[config.mk]
export PLATFORM = sky130hd
export DESIGN_NAME = mgmt_reg_bank
export DESIGN_NICKNAME = d
export VERILOG_FILES = /design/src/rtl/regbank_pkg.sv /design/src/rtl/mgmt_latch_fsm.sv /design/src/rtl/mgmt_bit_cell.sv /design/src/rtl/mgmt_reg_bank.sv
export SDC_FILE = /design/constraint.sdc
export NUM_CORES = 1
export LEC_CHECK = 0
export ABC_AREA = 1
export CAP_MARGIN = 20
export CELL_PAD_IN_SITES_DETAIL_PLACEMENT = 1
export CELL_PAD_IN_SITES_GLOBAL_PLACEMENT = 2
export CORE_MARGIN = 2
export CORE_UTILIZATION = 25
export CTS_CLUSTER_SIZE = 25
export DETAILED_ROUTE_END_ITERATION = 10
export GPL_TIMING_DRIVEN = 0
export PLACE_DENSITY = 0.88
export SYNTH_ARGS = -nofsm -noshare
export SYNTH_HDL_FRONTEND = slang
export SYNTH_SLANG_ARGS = --single-unit
[constraint.sdc]
create_clock -name clk -period 2.5 [get_ports clk]
set_input_delay 0.375 -clock clk [delete_from_list [all_inputs] [get_ports clk]]
set_output_delay 0.375 -clock clk [all_outputs]
set_load 0.05 [all_outputs]
[src/rtl/regbank_pkg.sv]
package regbank_pkg;

    localparam int DW = 16;

    typedef enum logic [3:0] {
        A_RW, A_RO, A_WO, A_W1C, A_WAC, A_RC, A_LH, A_LL, A_SC, A_RSV
    } attr_e;

    function automatic attr_e attr_of(input int r, input int b);
        attr_e a;
        a = A_RSV;
        case (r)
            0: begin
                if (b < 4)       a = A_RW;
                else if (b < 6)  a = A_SC;
                else if (b < 8)  a = A_WO;
                else if (b < 12) a = A_RW;
                else             a = A_RSV;
            end
            1: begin
                if (b < 4)       a = A_RO;
                else if (b < 8)  a = A_LH;
                else if (b < 12) a = A_LL;
                else             a = A_RC;
            end
            2: a = (b < 8) ? A_W1C : A_WAC;
            3: a = (b < 8) ? A_RW : A_RSV;
            default: a = A_RSV;
        endcase
        return a;
    endfunction

    function automatic logic dflt_of(input int r, input int b);
        if (r == 0) return (b == 0) || (b == 2);
        if (r == 3) return (b >= 2) && (b <= 5);
        return 1'b0;
    endfunction

    function automatic logic keep_of(input int r, input int b);
        if (r == 0) return (b >= 8) && (b < 12);
        if (r == 3) return (b < 8);
        return 1'b0;
    endfunction

endpackage

[src/rtl/mgmt_latch_fsm.sv]
module mgmt_latch_fsm (
    input  logic clk,
    input  logic rst_n,
    input  logic sw_rst,
    input  logic cause,
    input  logic rd_hit,
    output logic set_o
);
    typedef enum logic [1:0] {LT_IDLE, LT_HELD, LT_SEEN} lt_state_e;

    lt_state_e st, st_nx;

    always_ff @(posedge clk or negedge rst_n) begin
        if (!rst_n)      st <= LT_IDLE;
        else if (sw_rst) st <= LT_IDLE;
        else             st <= st_nx;
    end

    always_comb begin
        st_nx = st;
        unique case (st)
            LT_IDLE: if (cause) st_nx = LT_HELD;
            LT_HELD: if (rd_hit) st_nx = cause ? LT_SEEN : LT_IDLE;
            LT_SEEN: if (!cause) st_nx = LT_IDLE;
            default: st_nx = LT_IDLE;
        endcase
    end

    always_comb set_o = (st != LT_IDLE);

    p_lh_hold_r7: assert property (@(posedge clk) disable iff (!rst_n)
        (st == LT_HELD && !rd_hit && !sw_rst) |=> set_o);
    p_lh_release_r7: assert property (@(posedge clk) disable iff (!rst_n)
        (st == LT_SEEN && !cause && !sw_rst) |=> !set_o);
    p_lh_event_wins_r13: assert property (@(posedge clk) disable iff (!rst_n)
        (cause && !sw_rst) |=> set_o);
endmodule

[src/rtl/mgmt_bit_cell.sv]
module mgmt_bit_cell #(
    parameter regbank_pkg::attr_e ATTR = regbank_pkg::A_RSV,
    parameter logic DFLT = 1'b0,
    parameter logic KEEP = 1'b0
) (
    input  logic clk,
    input  logic rst_n,
    input  logic sw_rst,
    input  logic wr_hit,
    input  logic wr_bit,
    input  logic rd_hit,
    input  logic hw_bit,
    output logic q,
    output logic rd_val
);
    import regbank_pkg::*;

    logic unused_in;
    assign unused_in = ^{clk, rst_n, sw_rst, wr_hit, wr_bit, rd_hit, hw_bit};

    if (ATTR == A_RSV) begin : g_rsv
        assign q = 1'b0;
    end else if (ATTR == A_RO) begin : g_ro
        assign q = hw_bit;
    end else if (ATTR == A_LH || ATTR == A_LL) begin : g_latch
        logic lat;
        mgmt_latch_fsm u_fsm (
            .clk    (clk),
            .rst_n  (rst_n),
            .sw_rst (sw_rst),
            .cause  ((ATTR == A_LL) ? ~hw_bit : hw_bit),
            .rd_hit (rd_hit),
            .set_o  (lat)
        );
        assign q = (ATTR == A_LL) ? ~lat : lat;
    end else begin : g_store
        logic q_r, q_nx;

        always_comb begin
            q_nx = q_r;
            unique case (ATTR)
                A_RW, A_WO: if (wr_hit) q_nx = wr_bit;
                A_SC:       q_nx = wr_hit & wr_bit;
                A_W1C:      q_nx = hw_bit | (q_r & ~(wr_hit & wr_bit));
                A_WAC:      q_nx = hw_bit | (q_r & ~wr_hit);
                A_RC:       q_nx = hw_bit | (q_r & ~rd_hit);
                default:    q_nx = q_r;
            endcase
        end

        always_ff @(posedge clk or negedge rst_n) begin
            if (!rst_n)               q_r <= DFLT;
            else if (sw_rst && !KEEP) q_r <= DFLT;
            else                      q_r <= q_nx;
        end

        assign q = q_r;

        if (KEEP) begin : g_keep_chk
            p_keep_swrst_r10: assert property (@(posedge clk) disable iff (!rst_n)
                (sw_rst && !wr_hit) |=> $stable(q_r));
        end else begin : g_dflt_chk
            p_swrst_dflt_r10: assert property (@(posedge clk) disable iff (!rst_n)
                sw_rst |=> (q_r == DFLT));
        end

        if (ATTR == A_SC) begin : g_sc_chk
            p_sc_pulse_r9: assert property (@(posedge clk) disable iff (!rst_n)
                (q_r && !(wr_hit && wr_bit)) |=> !q_r);
        end
        if (ATTR == A_W1C) begin : g_w1c_chk
            p_w1c_clear_r4: assert property (@(posedge clk) disable iff (!rst_n)
                (wr_hit && wr_bit && !hw_bit && !sw_rst) |=> !q_r);
        end
        if (ATTR == A_RC) begin : g_rc_chk
            p_rc_clear_r6: assert property (@(posedge clk) disable iff (!rst_n)
                (rd_hit && !hw_bit && !sw_rst) |=> !q_r);
        end
        if (ATTR == A_W1C || ATTR == A_WAC || ATTR == A_RC) begin : g_ev_chk
            p_event_wins_r13: assert property (@(posedge clk) disable iff (!rst_n)
                (hw_bit && !sw_rst) |=> q_r);
        end
    end

    assign rd_val = (ATTR == A_WO || ATTR == A_RSV) ? 1'b0 : q;
endmodule

[src/rtl/mgmt_reg_bank.sv]
module mgmt_reg_bank #(
    parameter int NREGS = 4,
    localparam int DW = regbank_pkg::DW,
    localparam int AW = (NREGS > 1) ? $clog2(NREGS) : 1
) (
    input  logic                clk,
    input  logic                rst_n,
    input  logic                sw_rst,
    input  logic [AW-1:0]       addr,
    input  logic                wr_en,
    input  logic [DW-1:0]       wr_data,
    input  logic                rd_en,
    output logic [DW-1:0]       rd_data,
    input  logic [NREGS*DW-1:0] hw_in,
    output logic [NREGS*DW-1:0] ctrl_out
);
    import regbank_pkg::*;

    logic [DW-1:0] rd_vec [NREGS];
    logic [DW-1:0] rd_sel;

    for (genvar r = 0; r < NREGS; r++) begin : g_reg
        localparam logic [AW-1:0] RA = AW'(r);
        logic wr_hit, rd_hit;
        assign wr_hit = wr_en && (addr == RA);
        assign rd_hit = rd_en && (addr == RA);
        for (genvar b = 0; b < DW; b++) begin : g_bit
            mgmt_bit_cell #(
                .ATTR (attr_of(r, b)),
                .DFLT (dflt_of(r, b)),
                .KEEP (keep_of(r, b))
            ) u_cell (
                .clk    (clk),
                .rst_n  (rst_n),
                .sw_rst (sw_rst),
                .wr_hit (wr_hit),
                .wr_bit (wr_data[b]),
                .rd_hit (rd_hit),
                .hw_bit (hw_in[r*DW+b]),
                .q      (ctrl_out[r*DW+b]),
                .rd_val (rd_vec[r][b])
            );
        end
    end

    always_comb begin
        rd_sel = '0;
        for (int r = 0; r < NREGS; r++)
            if (addr == AW'(r)) rd_sel = rd_vec[r];
    end

    always_ff @(posedge clk or negedge rst_n) begin
        if (!rst_n)     rd_data <= '0;
        else if (rd_en) rd_data <= rd_sel;
    end

    p_rsv_zero_r12: assert property (@(posedge clk) disable iff (!rst_n)
        (rd_en && addr == AW'(0)) |=> (rd_data[15:12] == 4'h0));
    p_wo_zero_r3: assert property (@(posedge clk) disable iff (!rst_n)
        (rd_en && addr == AW'(0)) |=> (rd_data[7:6] == 2'b00));
    p_rd_hold_r1: assert property (@(posedge clk) disable iff (!rst_n)
        !rd_en |=> $stable(rd_data));
endmodule

=== After elaboration in Yosys (flattened, before gate mapping) ===
Index checks and enable logic that the tools add are counted.
W data, S select, Z words.

* Div/mod/pow operators: 0
* Eq/ne operators: 43
* Multiplexer cells: 86
* Magnitude comparators: 0
* Add/sub/neg operators: 0
* Reductions and logical operators: 30
* Shift operators: 0
* Multiply operators: 0
* Bitwise logic cells: 64

{| class="wikitable"
|+ Operators by type and width
! kind !! number
|-
| $mux W2 || 40
|-
| $mux W16 || 3
|-
| $ne A3 B3 Y1 const B || 16
|-
| $pmux W2 S3 || 8
|-
| $mux W1 || 34
|-
| $and A1 B1 Y1 || 30
|-
| $ne A3 B2 Y1 const B || 8
|-
| $reduce_and A3 Y1 || 8
|-
| $eq A2 B2 Y1 const B || 10
|-
| $or A1 B1 Y1 || 20
|-
| $eq A2 B1 Y1 const B || 9
|-
| $logic_not A2 Y1 || 9
|-
| $reduce_bool A2 Y1 || 9
|-
| $not A1 Y1 || 14
|-
| $mux W12 || 1
|-
| $logic_and A1 B1 Y1 || 4
|}

* Output and inout port bits: 80
* Register bits after elaboration: 72
* Memories: 0
* RAM bits: 0
* Word-level logic and storage cells: 272
* Latch bits: 0
* Input bits: 87
* Bits in read-only memories: 0

=== Longest topological paths before layout ===
* Word-level depth: 7
* Mapped depth: 8
* Depth with buffers taken out: 7

=== By module ===
Synthesis repeated with hierarchy kept, for this count alone.

* Cell total of the unflattened synthesis: 645
* Area, all modules: 4608.2 um^2

{| class="wikitable"
|+ Modules (own cells, without submodules)
! module !! cells an instance !! instances !! area an instance (um^2) !! sequential area each (um^2)
|-
| mgmt_reg_bank || 189 || 1 || 1189.9 || 400.4
|-
| mgmt_bit_cell at g_reg[1].g_bit[12].u_cell ... || 6 || 20 || 52.6 || 25.0
|-
| mgmt_latch_fsm || 19 || 8 || 123.9 || 50.0
|-
| mgmt_bit_cell at g_reg[0].g_bit[10].u_cell ... || 6 || 8 || 47.5 || 25.0
|-
| mgmt_bit_cell at g_reg[0].g_bit[12].u_cell ... || 3 || 12 || 18.8 || 0.0
|-
| mgmt_bit_cell at g_reg[3].g_bit[2].u_cell ... || 6 || 4 || 48.8 || 26.3
|-
| mgmt_bit_cell at g_reg[0].g_bit[0].u_cell ... || 7 || 2 || 61.3 || 26.3
|-
| mgmt_bit_cell at g_reg[0].g_bit[6].u_cell ... || 8 || 2 || 56.3 || 25.0
|-
| mgmt_bit_cell at g_reg[0].g_bit[1].u_cell ... || 7 || 2 || 52.6 || 25.0
|-
| mgmt_bit_cell at g_reg[0].g_bit[4].u_cell ... || 4 || 2 || 42.5 || 25.0
|-
| mgmt_bit_cell at g_reg[1].g_bit[0].u_cell ... || 2 || 4 || 15.0 || 0.0
|-
| mgmt_bit_cell at g_reg[1].g_bit[10].u_cell ... || 3 || 4 || 15.0 || 0.0
|-
| mgmt_bit_cell at g_reg[1].g_bit[4].u_cell ... || 1 || 4 || 7.5 || 0.0
|}

=== Least setup slack after synthesis ===
OpenSTA, ideal clock, no wires.

* Path kind: in2reg
* Start point: input addr[0]
* End point: register g_reg[1].g_bit[10].u_cell.g_latch.u_fsm.st[0]
* Data required time: 2.383 ns
* Setup time: 0.117 ns
* Cell stages on the path: 8
* Setup slack: 1.370 ns
* Arrival time: 1.013 ns
* Buffers on the path: 1
* Cells stage by stage: buf_6 -> inv_6 -> nor2_8 -> nand2_4 -> nand2_4 -> inv_2 -> nand2_1 -> nand2_1

* Cells in the longest elaborated chain, start to end: 4

{| class="wikitable"
|+ Ends and longest elaborated chain
! element !! RTL line !! RTL
|-
| from (decl) || mgmt_reg_bank.sv:9 || <nowiki>input logic [AW-1:0] addr,</nowiki>
|-
| $eq A2 B1 Y1 || mgmt_reg_bank.sv:26 || <nowiki>assign rd_hit = rd_en && (addr == RA);</nowiki>
|-
| $logic_and A1 B1 Y1 || mgmt_reg_bank.sv:26 ||
|-
| $ne A3 B2 Y1 (no source line) || - ||
|-
| $reduce_and A3 Y1 (no source line) || - ||
|-
| to (signal assigned) || mgmt_latch_fsm.sv:16 || <nowiki>else st <= st_nx;</nowiki>
|-
| to (decl) || mgmt_latch_fsm.sv:11 || <nowiki>lt_state_e st, st_nx;</nowiki>
|}

No other way between the ends.
A chain may end at the register's enable or synchronous reset.

=== Worst setup path in the final report ===
* Start point: register g_reg[1].g_bit[5].u_cell.g_latch.u_fsm.st[0]
* End point: output ctrl_out[21]

* Cells in the longest elaborated chain, start to end: 1

{| class="wikitable"
|+ Ends and longest elaborated chain
! element !! RTL line !! RTL
|-
| from (decl) || mgmt_latch_fsm.sv:11 ||
|-
| from (signal assigned) || mgmt_latch_fsm.sv:16 ||
|-
| $reduce_bool A2 Y1 || mgmt_latch_fsm.sv:29 || <nowiki>always_comb set_o = (st != LT_IDLE);</nowiki>
|-
| to (decl) || mgmt_reg_bank.sv:15 || <nowiki>output logic [NREGS*DW-1:0] ctrl_out</nowiki>
|}

No other way between the ends.

==> metrics.cfg <==
[outcome]
status = finished with violations
violations = hold timing

[sta]
hold_viol = 3
slew_headroom = 0.592
rsz0062_at_grt = no
finalCriticalPeriod_ns = 2.28
fmax_ghz = 0.438
slew_violations = 0
holdWs_ns = -0.00561
setup_violations = 0
setup_ws_ns = 0.217
skew_ns = 0.00729
period_share = 0.913
worst_pin_slew_ns = 0.612

[routing]
drc = 0
vias = 3647
ant_nets = 0
viasPerCell = 4.29
firstDrtPassIters = 4
wl_per_cell_microns = 15.5
drtIter0Drc = 170
drt_wl_total_microns = 13200

[global_route]
grt_pass1_wl_microns = 20600
antenna_found_initial = 0
grt_max_degree = 40
track_usage = 0.161
grt-ovfl-total = 0
grt_pass1_vias = 3999

[critical_path]
crit_type = reg -> out
start_kind = register
slowest_stage = clkdlybuf4s50_1
cp.depth = 4
critPathBufInv = 3
endpoint_kind = output port
r2r_cells = 4
max_stage_delay_ns = 0.69
required_ns = 2.12
cp_cell_sequence = nor2_1 -> inv_1 -> buf_4 -> clkdlybuf4s50_1
crit_family = buffers and inverters
crit_arrival_ns = 1.91
crit_fanout = 3

[pwr]
p_sw_mw = 1.35
switching_share = 0.347
combPwrFrac = 0.319
p_int_mw = 2.54
ir_drop_uv = 284
power_frac_seq = 0.350
leakagePower_nw = 2.81
p_per_area_nw_per_um2 = 677
clkPwrFrac = 0.331

[synthesis]
ys.warnings.count = 0
synth_seq_area_share = 0.456
synthCells = 490
synth_compound_area_frac = 0.0606
synth_mux_area_frac = 0
synth.distinct_cells = 26
synth_adder_area_share = 0
synth_top_family_by_area = simple AND/OR/NAND/NOR gates
synthSimpleGateAreaFrac = 0.284
avgSynthCellArea_sq_um = 8.09
synth_xor_area_frac = 0
syn-cell-area_sq_um = 3970
yosys_register_bits = 72

[placed_design]
gp_congestion = 0.775
dpl_cell_area_sq_um = 5460
port_buffers = 116
dp_hpwl_microns = 10100
preCtsSetupSlack_ns = 0.349

[clock_tree]
holdBufCountCts = 0
cts_buffers = 9
cts_buffer_depth = 2
path_clk_slew_ns = 0.06
cts_tree = done
clock-sinks = 72
post_cts_resize_count = 0
htreeDepth = 3
clock_latency_ns = 0.33
cts_root_buffer = clkbuf_16
cts_setup_buffers = 0

[floorplanning]
fp.dieH_microns = 130
fp.dieW_microns = 130
rows = 46
start_util = 0.252
core_sq_um = 15700
ios = 167
die-area_sq_um = 16900

[layout]
drive_above_1_share = 0.197
syn_to_final_growth_pct = 45.1
post-route-cell-area_sq_um = 5750
nets = 716
n_fill_cell = 1889
antenna_cells = 0

[hold_path]
hold_path.class = in -> async

[run]
maxCapViolations = 0

-- sequential cells by signal, summed over array words and instances (netlist names) --
name and flops:
g.g_bit.u_cell.q 40, g.g_bit.u_cell.g_latch.u_fsm.st 16, rd_data 16
-- through the flow --
stage	utilization	total power, mW	setup TNS (ns)	std cells
floorplan	-	2.19	0	501
global placement	0.346	2.61	-105.08	833
detailed placement	0.347	2.64	0	834
CTS	0.366	3.94	0	850
global route	0.366	4.08	0	850
finish	0.366	3.90	0	850
-- area by class of cell --
type                       instances  area, sq um  share of cell area
sequential                        72         1810               0.314
multi-input combinational        302         1410               0.245
timing repair buffer             117         1180               0.205
buffer                            78          586               0.102
tap                              216          270              0.0470
clock buffer                      11          243              0.0422
inverter                          49          200              0.0348
clock inverter                     5         56.3             0.00978
-- metal layers --
layer	share of wire	vias to the layer above	GRT usage
met5	0	-	0
met4	0.027	0	0.0740
met3	0.058	22	0.0299
met2	0.49	111	0.275
met1	0.42	1748	0.199
li1	-	1766	-
-- cells in the final DEF (no fill, tap or decap), drive strengths merged --
master,netlist,final
a21oi,18,18
buf,77,79
bufinv,0,1
clkbuf,1,12
clkdlybuf4s50,0,115
clkinv,1,4
clkinvlp,0,1
conb,1,12
dfrtp,66,66
dfstp,6,6
inv,48,48
nand2,132,132
nand3,38,38
nand4,21,21
nor2,59,59
o211ai,4,4
o21ai,18,18
-- power groups by stage --
stage,Sequential (mW),Clock (mW),Combinational [mW]
4_1_cts,1.37,1.32,1.26
2_1_floorplan,1.47,0,0.719
5_1_grt,1.38,1.37,1.33
3_5_place_dp,1.38,0,1.25
6_report,1.36,1.29,1.24
3_3_place_gp,1.38,0,1.23
-- synthesized netlist by cell type, drive strengths merged --
library cell    n  area share
nand4          21       0.033
o211ai          4      0.0076
nand2         132        0.14
clkbuf          1     0.00095
a21oi          18       0.025
dfrtp          66        0.42
inv            48       0.049
o21ai          18       0.028
buf            77        0.15
dfstp           6       0.040
nor2           59       0.066
conb            1     0.00095
nand3          38       0.048
clkinv          1      0.0013
-- logic make-up after synthesis --
logic type             Yosys count
AOI/OAI and AO/OA               40
buffers and inverters          127
DFF                             72
other                            1
and+or+nand+nor                250
-- worst reg2reg max path: cells and delay by family, from the launching register on --
| kind | cells | cell delay, ns |
|---|---|---|
| flops | 1 | 0.39 |
| simple gates | 3 | 0.44 |
| compound gates | 1 | 0.15 |
-- worst paths after layout --
check	from	endpoint	slack [ns]
setup / recovery	g_reg[1].g_bit[5].u_cell.g_latch.u_fsm.st[0]	ctrl_out[21]	0.22
hold reg to reg	g_reg[3].g_bit[2].u_cell.q	g_reg[3].g_bit[2].u_cell.q	0.49
min in group clk	g_reg[3].g_bit[2].u_cell.q	g_reg[3].g_bit[2].u_cell.q	0.49
max in group asynchronous	rst_n	g_reg[0].g_bit[0].u_cell.q	1.88
setup reg to reg	g_reg[1].g_bit[5].u_cell.g_latch.u_fsm.st[0]	rd_data[5]	1.41
hold / removal	rst_n	g_reg[2].g_bit[4].u_cell.q	-0.006
Note: power is estimated with default switching activity, not from simulation.
